<file path="config.mk">
export PLATFORM = sky130hd
export DESIGN_NAME = vmac_unit
export DESIGN_NICKNAME = d
export VERILOG_FILES = /design/src/rtl/vmac_pkg.sv /design/src/rtl/vmac_mul.sv /design/src/rtl/vmac_acc_lane.sv /design/src/rtl/vmac_rdout.sv /design/src/rtl/vmac_unit.sv
export SDC_FILE = /design/constraint.sdc
export NUM_CORES = 2
export LEC_CHECK = 0
export BUFFER_PORTS_ARGS = -buffer_cell sky130_fd_sc_hd__buf_2
export CELL_PAD_IN_SITES_DETAIL_PLACEMENT = 0
export CELL_PAD_IN_SITES_GLOBAL_PLACEMENT = 1
export CORE_MARGIN = 3
export CORE_UTILIZATION = 45
export CTS_BUF_LIST = sky130_fd_sc_hd__clkbuf_2 sky130_fd_sc_hd__clkbuf_4 sky130_fd_sc_hd__clkbuf_8
export DETAILED_ROUTE_END_ITERATION = 10
export PLACE_DENSITY = 0.9
export SYNTH_ARGS = -nofsm -noshare
export SYNTH_HDL_FRONTEND = slang
export SYNTH_HIERARCHICAL = 1
export SYNTH_SLANG_ARGS = --single-unit
</file>
<file path="constraint.sdc">
create_clock -name clk -period 14.35 [get_ports clk]
set_clock_uncertainty 0.1 [all_clocks]
set_input_delay 2.87 -clock clk [delete_from_list [all_inputs] [get_ports clk]]
set_output_delay 2.87 -clock clk [all_outputs]
set_load 0.02 [all_outputs]
</file>
<file path="src/rtl/vmac_pkg.sv">
package vmac_pkg;

    parameter int LANE_W  = 16;
    parameter int ACC_W   = 32;
    parameter int GUARD_W = 8;
    parameter int LANES   = 2;

    localparam int EXT_W   = ACC_W + GUARD_W;
    localparam int PROD_W  = 2 * LANE_W;
    localparam int SUM_W   = EXT_W + 2;
    localparam int SHIFT_W = $clog2(EXT_W);
    localparam int WORD_W  = LANES * LANE_W;

    typedef enum logic {
        MODE_PAIRSUM = 1'b0,
        MODE_SPLIT   = 1'b1
    } vmac_mode_e;

    typedef struct packed {
        logic             en;
        logic [SUM_W-1:0] inc;
    } acc_cmd_t;

    typedef struct packed {
        logic             ovf;
        logic [EXT_W-1:0] val;
    } acc_state_t;

    function automatic logic [SUM_W-1:0] widen_prod(input logic [PROD_W-1:0] p);
        return {{(SUM_W-PROD_W){p[PROD_W-1]}}, p};
    endfunction

endpackage

</file>
<file path="src/rtl/vmac_mul.sv">
module vmac_mul #(
    parameter int LW = 16,
    localparam int PW = 2 * LW
) (
    input  logic [LW-1:0] a,
    input  logic [LW-1:0] b,
    output logic [PW-1:0] p
);
    logic signed [PW-1:0] prod;

    always_comb begin
        prod = PW'($signed(a)) * PW'($signed(b));
        p    = prod;
    end
endmodule

</file>
<file path="src/rtl/vmac_acc_lane.sv">
module vmac_acc_lane #(
    parameter int AW = 32,
    parameter int GW = 8,
    localparam int EW = AW + GW,
    localparam int SW = EW + 2
) (
    input  logic          clk,
    input  logic          rst,
    input  logic          clr,
    input  logic          en,
    input  logic          guard_en,
    input  logic [SW-1:0] inc,
    output logic [EW-1:0] val,
    output logic          ovf
);
    localparam logic signed [SW-1:0] ONE  = SW'(1);
    localparam logic signed [SW-1:0] HI_G = (ONE <<< (EW-1)) - ONE;
    localparam logic signed [SW-1:0] LO_G = -(ONE <<< (EW-1));
    localparam logic signed [SW-1:0] HI_N = (ONE <<< (AW-1)) - ONE;
    localparam logic signed [SW-1:0] LO_N = -(ONE <<< (AW-1));

    logic [EW-1:0]        val_q;
    logic                 ovf_q;
    logic signed [SW-1:0] sum;
    logic signed [SW-1:0] lim_hi;
    logic signed [SW-1:0] lim_lo;
    logic signed [SW-1:0] clamped;
    logic                 hit;

    always_comb begin
        sum    = $signed({{(SW-EW){val_q[EW-1]}}, val_q}) + $signed(inc);
        lim_hi = guard_en ? HI_G : HI_N;
        lim_lo = guard_en ? LO_G : LO_N;
        hit    = 1'b0;
        if (sum > lim_hi) begin
            clamped = lim_hi;
            hit     = 1'b1;
        end else if (sum < lim_lo) begin
            clamped = lim_lo;
            hit     = 1'b1;
        end else begin
            clamped = sum;
        end
    end

    always_ff @(posedge clk) begin
        if (rst || clr) begin
            val_q <= '0;
            ovf_q <= 1'b0;
        end else if (en) begin
            val_q <= clamped[EW-1:0];
            ovf_q <= ovf_q | hit;
        end
    end

    assign val = val_q;
    assign ovf = ovf_q;
endmodule

</file>
<file path="src/rtl/vmac_rdout.sv">
module vmac_rdout #(
    parameter int EW = 40,
    parameter int OW = 16,
    localparam int HW = $clog2(EW),
    localparam int XW = EW + 1
) (
    input  logic [EW-1:0] acc,
    input  logic [HW-1:0] shift,
    output logic [OW-1:0] rd
);
    localparam logic signed [XW-1:0] ONE  = XW'(1);
    localparam logic signed [XW-1:0] O_HI = (ONE <<< (OW-1)) - ONE;
    localparam logic signed [XW-1:0] O_LO = -(ONE <<< (OW-1));

    logic signed [XW-1:0] ext;
    logic signed [XW-1:0] half;
    logic signed [XW-1:0] rounded;

    always_comb begin
        ext     = $signed({acc[EW-1], acc});
        half    = (shift == '0) ? '0 : (ONE << (shift - HW'(1)));
        rounded = (ext + half) >>> shift;
        if (rounded > O_HI)      rd = O_HI[OW-1:0];
        else if (rounded < O_LO) rd = O_LO[OW-1:0];
        else                     rd = rounded[OW-1:0];
    end
endmodule

</file>
<file path="src/rtl/vmac_unit.sv">
module vmac_unit
    import vmac_pkg::*;
(
    input  logic               clk,
    input  logic               rst,
    input  logic               in_valid,
    input  logic               acc_clr,
    input  logic               mode,
    input  logic               guard_en,
    input  logic [WORD_W-1:0]  op_a,
    input  logic [WORD_W-1:0]  op_b,
    input  logic [SHIFT_W-1:0] rd_shift,
    output logic [EXT_W-1:0]   acc0,
    output logic [EXT_W-1:0]   acc1,
    output logic               ovf0,
    output logic               ovf1,
    output logic [LANE_W-1:0]  rd0,
    output logic [LANE_W-1:0]  rd1
);
    vmac_mode_e              mode_e;
    logic [PROD_W-1:0]       prod [LANES];
    acc_cmd_t                cmd  [LANES];
    acc_state_t              st   [LANES];
    logic [LANE_W-1:0]       rdv  [LANES];

    assign mode_e = vmac_mode_e'(mode);

    for (genvar i = 0; i < LANES; i++) begin : g_mul
        vmac_mul #(.LW(LANE_W)) u_mul (
            .a (op_a[i*LANE_W +: LANE_W]),
            .b (op_b[i*LANE_W +: LANE_W]),
            .p (prod[i])
        );
    end

    always_comb begin
        cmd[0].en  = in_valid;
        cmd[0].inc = (mode_e == MODE_PAIRSUM)
                   ? widen_prod(prod[0]) + widen_prod(prod[1])
                   : widen_prod(prod[0]);
        cmd[1].en  = in_valid && (mode_e == MODE_SPLIT);
        cmd[1].inc = widen_prod(prod[1]);
    end

    for (genvar i = 0; i < LANES; i++) begin : g_acc
        logic [EXT_W-1:0] v;
        logic             o;
        vmac_acc_lane #(.AW(ACC_W), .GW(GUARD_W)) u_acc (
            .clk      (clk),
            .rst      (rst),
            .clr      (acc_clr),
            .en       (cmd[i].en),
            .guard_en (guard_en),
            .inc      (cmd[i].inc),
            .val      (v),
            .ovf      (o)
        );
        assign st[i].val = v;
        assign st[i].ovf = o;

        vmac_rdout #(.EW(EXT_W), .OW(LANE_W)) u_rd (
            .acc   (v),
            .shift (rd_shift),
            .rd    (rdv[i])
        );
    end

    assign acc0 = st[0].val;
    assign acc1 = st[1].val;
    assign ovf0 = st[0].ovf;
    assign ovf1 = st[1].ovf;
    assign rd0  = rdv[0];
    assign rd1  = rdv[1];
endmodule

</file>
After elaboration in Yosys (flattened, before gate mapping)
Cells that the tools add are included.

Flip-flop bits (word level): 82. Memory bits (read-only): 0. Output and inout bits: 114. Bits in latches: 0. RAM bits: 0. Word-level logic and storage cells: 44. Bits of input ports: 76. Memories kept: 0.

Shifts and indexed selects: 3. Multipliers: 2. Reductions and logical operators: 3. Divide/modulo/power cells: 0. Multiplexer cells: 16. $lt $le $gt $ge: 8. Add/subtract/negate cells: 6. Bitwise operators: 2. Eq/ne operators: 0.

Operator list (number): 40-bit two-way mux (4); 40-bit by 41-bit adder with 41-bit output (2); 41-bit by 16-bit > comparator with 1-bit output, second input constant (2); 41-bit by 16-bit less-than comparator with 1-bit output, second input constant (2); 41-bit by 6-bit >>> shifter with 41-bit output (2); 39-bit two-way mux (2); 16-bit by 16-bit multiplier with 32-bit output (2); 16-bit two-way mux (4); 40-bit by 42-bit adder with 42-bit output (1); 42-bit by 40-bit > comparator with 1-bit output (1); 42-bit by 40-bit less-than comparator with 1-bit output (1); 42-bit two-way mux (1); 40-bit by 32-bit adder with 41-bit output (1); 41-bit by 40-bit > comparator with 1-bit output (1); 41-bit by 40-bit less-than comparator with 1-bit output (1); 41-bit two-way mux (1); 1-bit by 6-bit left shift with 41-bit output, first input constant (1); 32-bit by 32-bit adder with 33-bit output (1); 6-bit logical NOT (1); 6-bit by 1-bit subtractor with 6-bit output, second input constant (1); 1-bit two-way mux (4); 1-bit OR (2); 1-bit logical AND (1); 1-bit logical OR (1).

Longest topological paths before layout
Word-level depth: 8. Depth in mapped cells: 55. Gate-level depth less buffers: 50.

By module
Netlist, hierarchy kept.

Modules (own cells, without submodules): vmac_rdout (area an instance 7552.2 um^2, cells each 1162, instances 2, sequential area each 0.0 um^2); vmac_acc_lane (area an instance 5180.0 um^2, cells each 608, instances 2, sequential area each 820.8 um^2); vmac_mul at g_mul[0].u_mul (area an instance 10042.1 um^2, cells each 1134, instances 1, sequential area each 0.0 um^2); vmac_mul at g_mul[1].u_mul (area an instance 9949.5 um^2, cells each 1117, instances 1, sequential area each 0.0 um^2); vmac_unit (area an instance 2087.0 um^2, cells each 321, instances 1, sequential area each 0.0 um^2).

Worst setup path before layout
No wires, ideal clock.

Kind: input-to-reg. Start point: in op_a[21]. End point: reg g_acc[0].u_acc.val_q[0]. Data required time: 14.083 ns. Setup slack: -0.221 ns. Buffers on the path: 4. Setup time: 0.167 ns. Stages: 51. Arrival time: 14.304 ns. Cells stage by stage: clkbuf_1 > and2_1 > fa_1 > inv_1 > fa_1 > fa_1 > fa_1 > inv_1 > fa_1 > inv_1 > fa_1 > inv_1 > ha_1 > o21ai_0 > nor2_1 > a311o_1 > a21oi_1 > o21ai_1 > [... 15 more ...] > o211a_1 > o31ai_1 > nand3_1 > nand2_1 > xor2_1 > ha_1 > nor4b_1 > nand2_1 > nor3_1 > nand4_1 > nor4_1 > nand4_1 > or4_4 > nor4_4 > or2_1 > buf_6 > buf_12 > a31oi_4.

RTL lines: from (decl) (line vmac_unit.sv:10) `input logic [WORD_W-1:0] op_a,`; to (signal assigned) (line vmac_acc_lane.sv:51) `val_q <= clamped[EW-1:0];`; to (decl) (line vmac_acc_lane.sv:22) `logic [EW-1:0] val_q;`.

==> run summary <==
status = finished, final reports clean
root buf cell = clkbuf_8
endpoint class of the critical path = flop
Fillers = 10000
MaxCap Viol Count = 0
cells after synthesis = 6112
die area = 110000 sq um
grt total ovfl = 0
fin nets = 7492
mean number of vias per cell = 6.09
total wire length = 169000 um
Tightest Pin Transition = 1.17 ns
Top cell by count, worst path = fa_1
DP Area = 52400 sq um
vias in the first global route = 47500
Cell variety after synth = 133
post-synth top area share = 22.3%
Net Count, Synth = 7109
first-pass GRT wire length = 264000 um
Hold Crit Class = flop to flop
I/O Buffers = 189
pin count of the biggest net entering global routing = 75
Die Ht = 331 um
fin crit period = 14.08 ns
Starting Density = 45.6%
share of cells above drive strength 1 = 18.7%
Pins Over Slew Limit = 0
1st-pass router iterations = 7
Buf+Inv Stages, Crit Path = 8
Max H-tree Level = 3
routability cong. = 1.01
antenna violations before repair = 12
number of clock sinks = 82
Critical Path RT = 14.52 ns
Slew headroom = 22.0%
EDFF count, synth = 0
final worst-path cycle share = 98.2%
final hold violations = 0
synthesized area per cell = 7.78 sq um
Setup CP Type = input port to flop
worst skew pair latency = 0.42 ns
max frequency = 0.0710 GHz
Seq/Total Area, Yosys = 3.45%
Layout area overhead = 13.7%
ANT nets after route = 0
CTS tree = built
Die W = 331 um
crit start category = input port
ys async rst share = 0%
Max Buffers Root-to-Sink = 2
most common cell after layout, fill and taps aside = inv_1
# DRC = 0
Worst EP arrival = 14.26 ns
#FFs+latches synth = 82
total core area = 104000 sq um
post-route cell area = 54000 sq um
TritonCTS Buffers = 9
Tot GR Track Use = 30.1%
Ports = 190
ys flop type = dfxtp_1
area leader, netlist = fa_1
final setup fails = 0
vias = 48000
slowest stage delay, CP = 0.56 ns
Slowest cell on crit path = fa_1
HPWL Detailed = 138000 um
ranking of synthesized cells by area = fa_1, ha_1, inv_1
cell area after synthesis = 47500 sq um
Post-CTS Hold Buffers = 0
Max FO, Critical Path = 10
most frequent cells in the layout = inv_1, nand2_1, fa_1
drt wl/cell = 21.4 um
total number of yosys warnings = 6
CP delay by family, top = adder cells
Clock transition at path regs = 0.09 ns
Cell Rows = 118
DRT iter0 DRCs = 4672
[tightest hold or removal path: cells and delay by family (launching register included)]
kind	cells	cell delay [ns]
DFF	1	0.33
buffers and inverters	1	0.09
AOI/OAI and AO/OA	1	0.07
[final timing paths]
check	start	end	slack [ns]	depth (start not counted)
max	op_b[5]	g_acc[0].u_acc/val[12]$_SDFFE_PP0P_	0.27	51
max reg2reg	g_acc[1].u_acc/val[0]$_SDFFE_PP0P_	g_acc[1].u_acc/val[29]$_SDFFE_PP0P_	8.06	23
min	g_acc[1].u_acc/ovf$_SDFFE_PP0P_	g_acc[1].u_acc/ovf$_SDFFE_PP0P_	0.43	2
min reg2reg	g_acc[1].u_acc/ovf$_SDFFE_PP0P_	g_acc[1].u_acc/ovf$_SDFFE_PP0P_	0.43	2
[stage by stage]
stage               hold WS [ns]  util (%)  cells  TNS, ns  setup WS (ns)
floorplan                  0.496         -   6112        0         0.0276
global placement           0.409      50.3   7839   -14.76         -0.390
detailed placement         0.417      50.3   7839   -19.44         -0.511
CTS                        0.430      50.5   7855        0         0.0281
global route               0.452      51.8   7881    -4.00         -0.129
finish                     0.431      51.8   7881        0          0.265
[cells by family (layout without fill, tap and decap cells)]
kind of cell             Yosys count  count (layout)  synth area share, %
other                              0               1                    0
buffers and inverters           1090            1478                 9.41
AO/OA/AOI/OAI                   1597            1597                 25.5
adder cells (fa/ha/maj)          921             921                 32.6
XOR/XNOR                         211             211                 3.89
multiplexers                     122             122                 3.32
AND/OR/NAND/NOR                 2089            2089                 21.9
flip-flops                        82              82                 3.45
[flip-flops by register name (all words and copies together), names as in the netlist]
name and cells:
g_acc.u_acc/val 80, g_acc.u_acc/ovf 2
[layer usage]
metal | part of all wire [%] | wire length, um | GRT usage (%)
met1 | 42 | 70900 | 40.9
met2 | 46 | 78000 | 49.4
met3 | 8.5 | 14300 | 4.86
met4 | 3.3 | 5500 | 8.40
met5 | 0 | 0 | 0
[synth_stat cells, drive strengths merged, types with 16 or more instances]
cell type  number
a21oi         399
a21o           97
nor2          416
fa            529
nand2         705
inv           750
o211ai         85
nor4           37
mux4           24
and2          299
o21bai         31
or2            22
o22ai          22
mux2           34
o21a           52
a31oi         130
nand4         109
nand3         116
dfxtp          82
and4           24
and3           51
mux2i          64
o221ai         28
nor2b          23
or3            40
a311oi         25
ha            392
a211o          29
a211oi         80
a21boi         18
clkbuf        188
xnor2         122
a221oi         25
xor2           89
o31ai          35
a2111oi        16
nor3          132
nand2b         43
nand3b         23
buf           145
o21ai         342
[final cells by class]
cell class                      count  area (sq um)  share of cell area, %
Antenna cell                        1          2.50                0.00463
Clock buffer                       10           138                  0.255
Clock inverter                      6          48.8                 0.0903
Inverter                          757          2850                   5.27
Multi-Input combinational cell   4940         42500                   78.7
Sequential cell                    82          1640                   3.04
Tap cell                         1380          1730                   3.20
Timing Repair Buffer              705          5080                   9.41
[timing repair]
action / in CTS / in global routing
hold endpoints to repair: 0 / 0
endpoints found under the setup margin: 40 / 80
buffers inserted: 0 / 23
pin swaps: 0 / 119
gates resized for setup: 6 / 222
gates cloned: 0 / 3
Power is left out: the tool's default activity adds up to more than one toggle a clock period on the data nets, which glitch-free logic cannot reach.
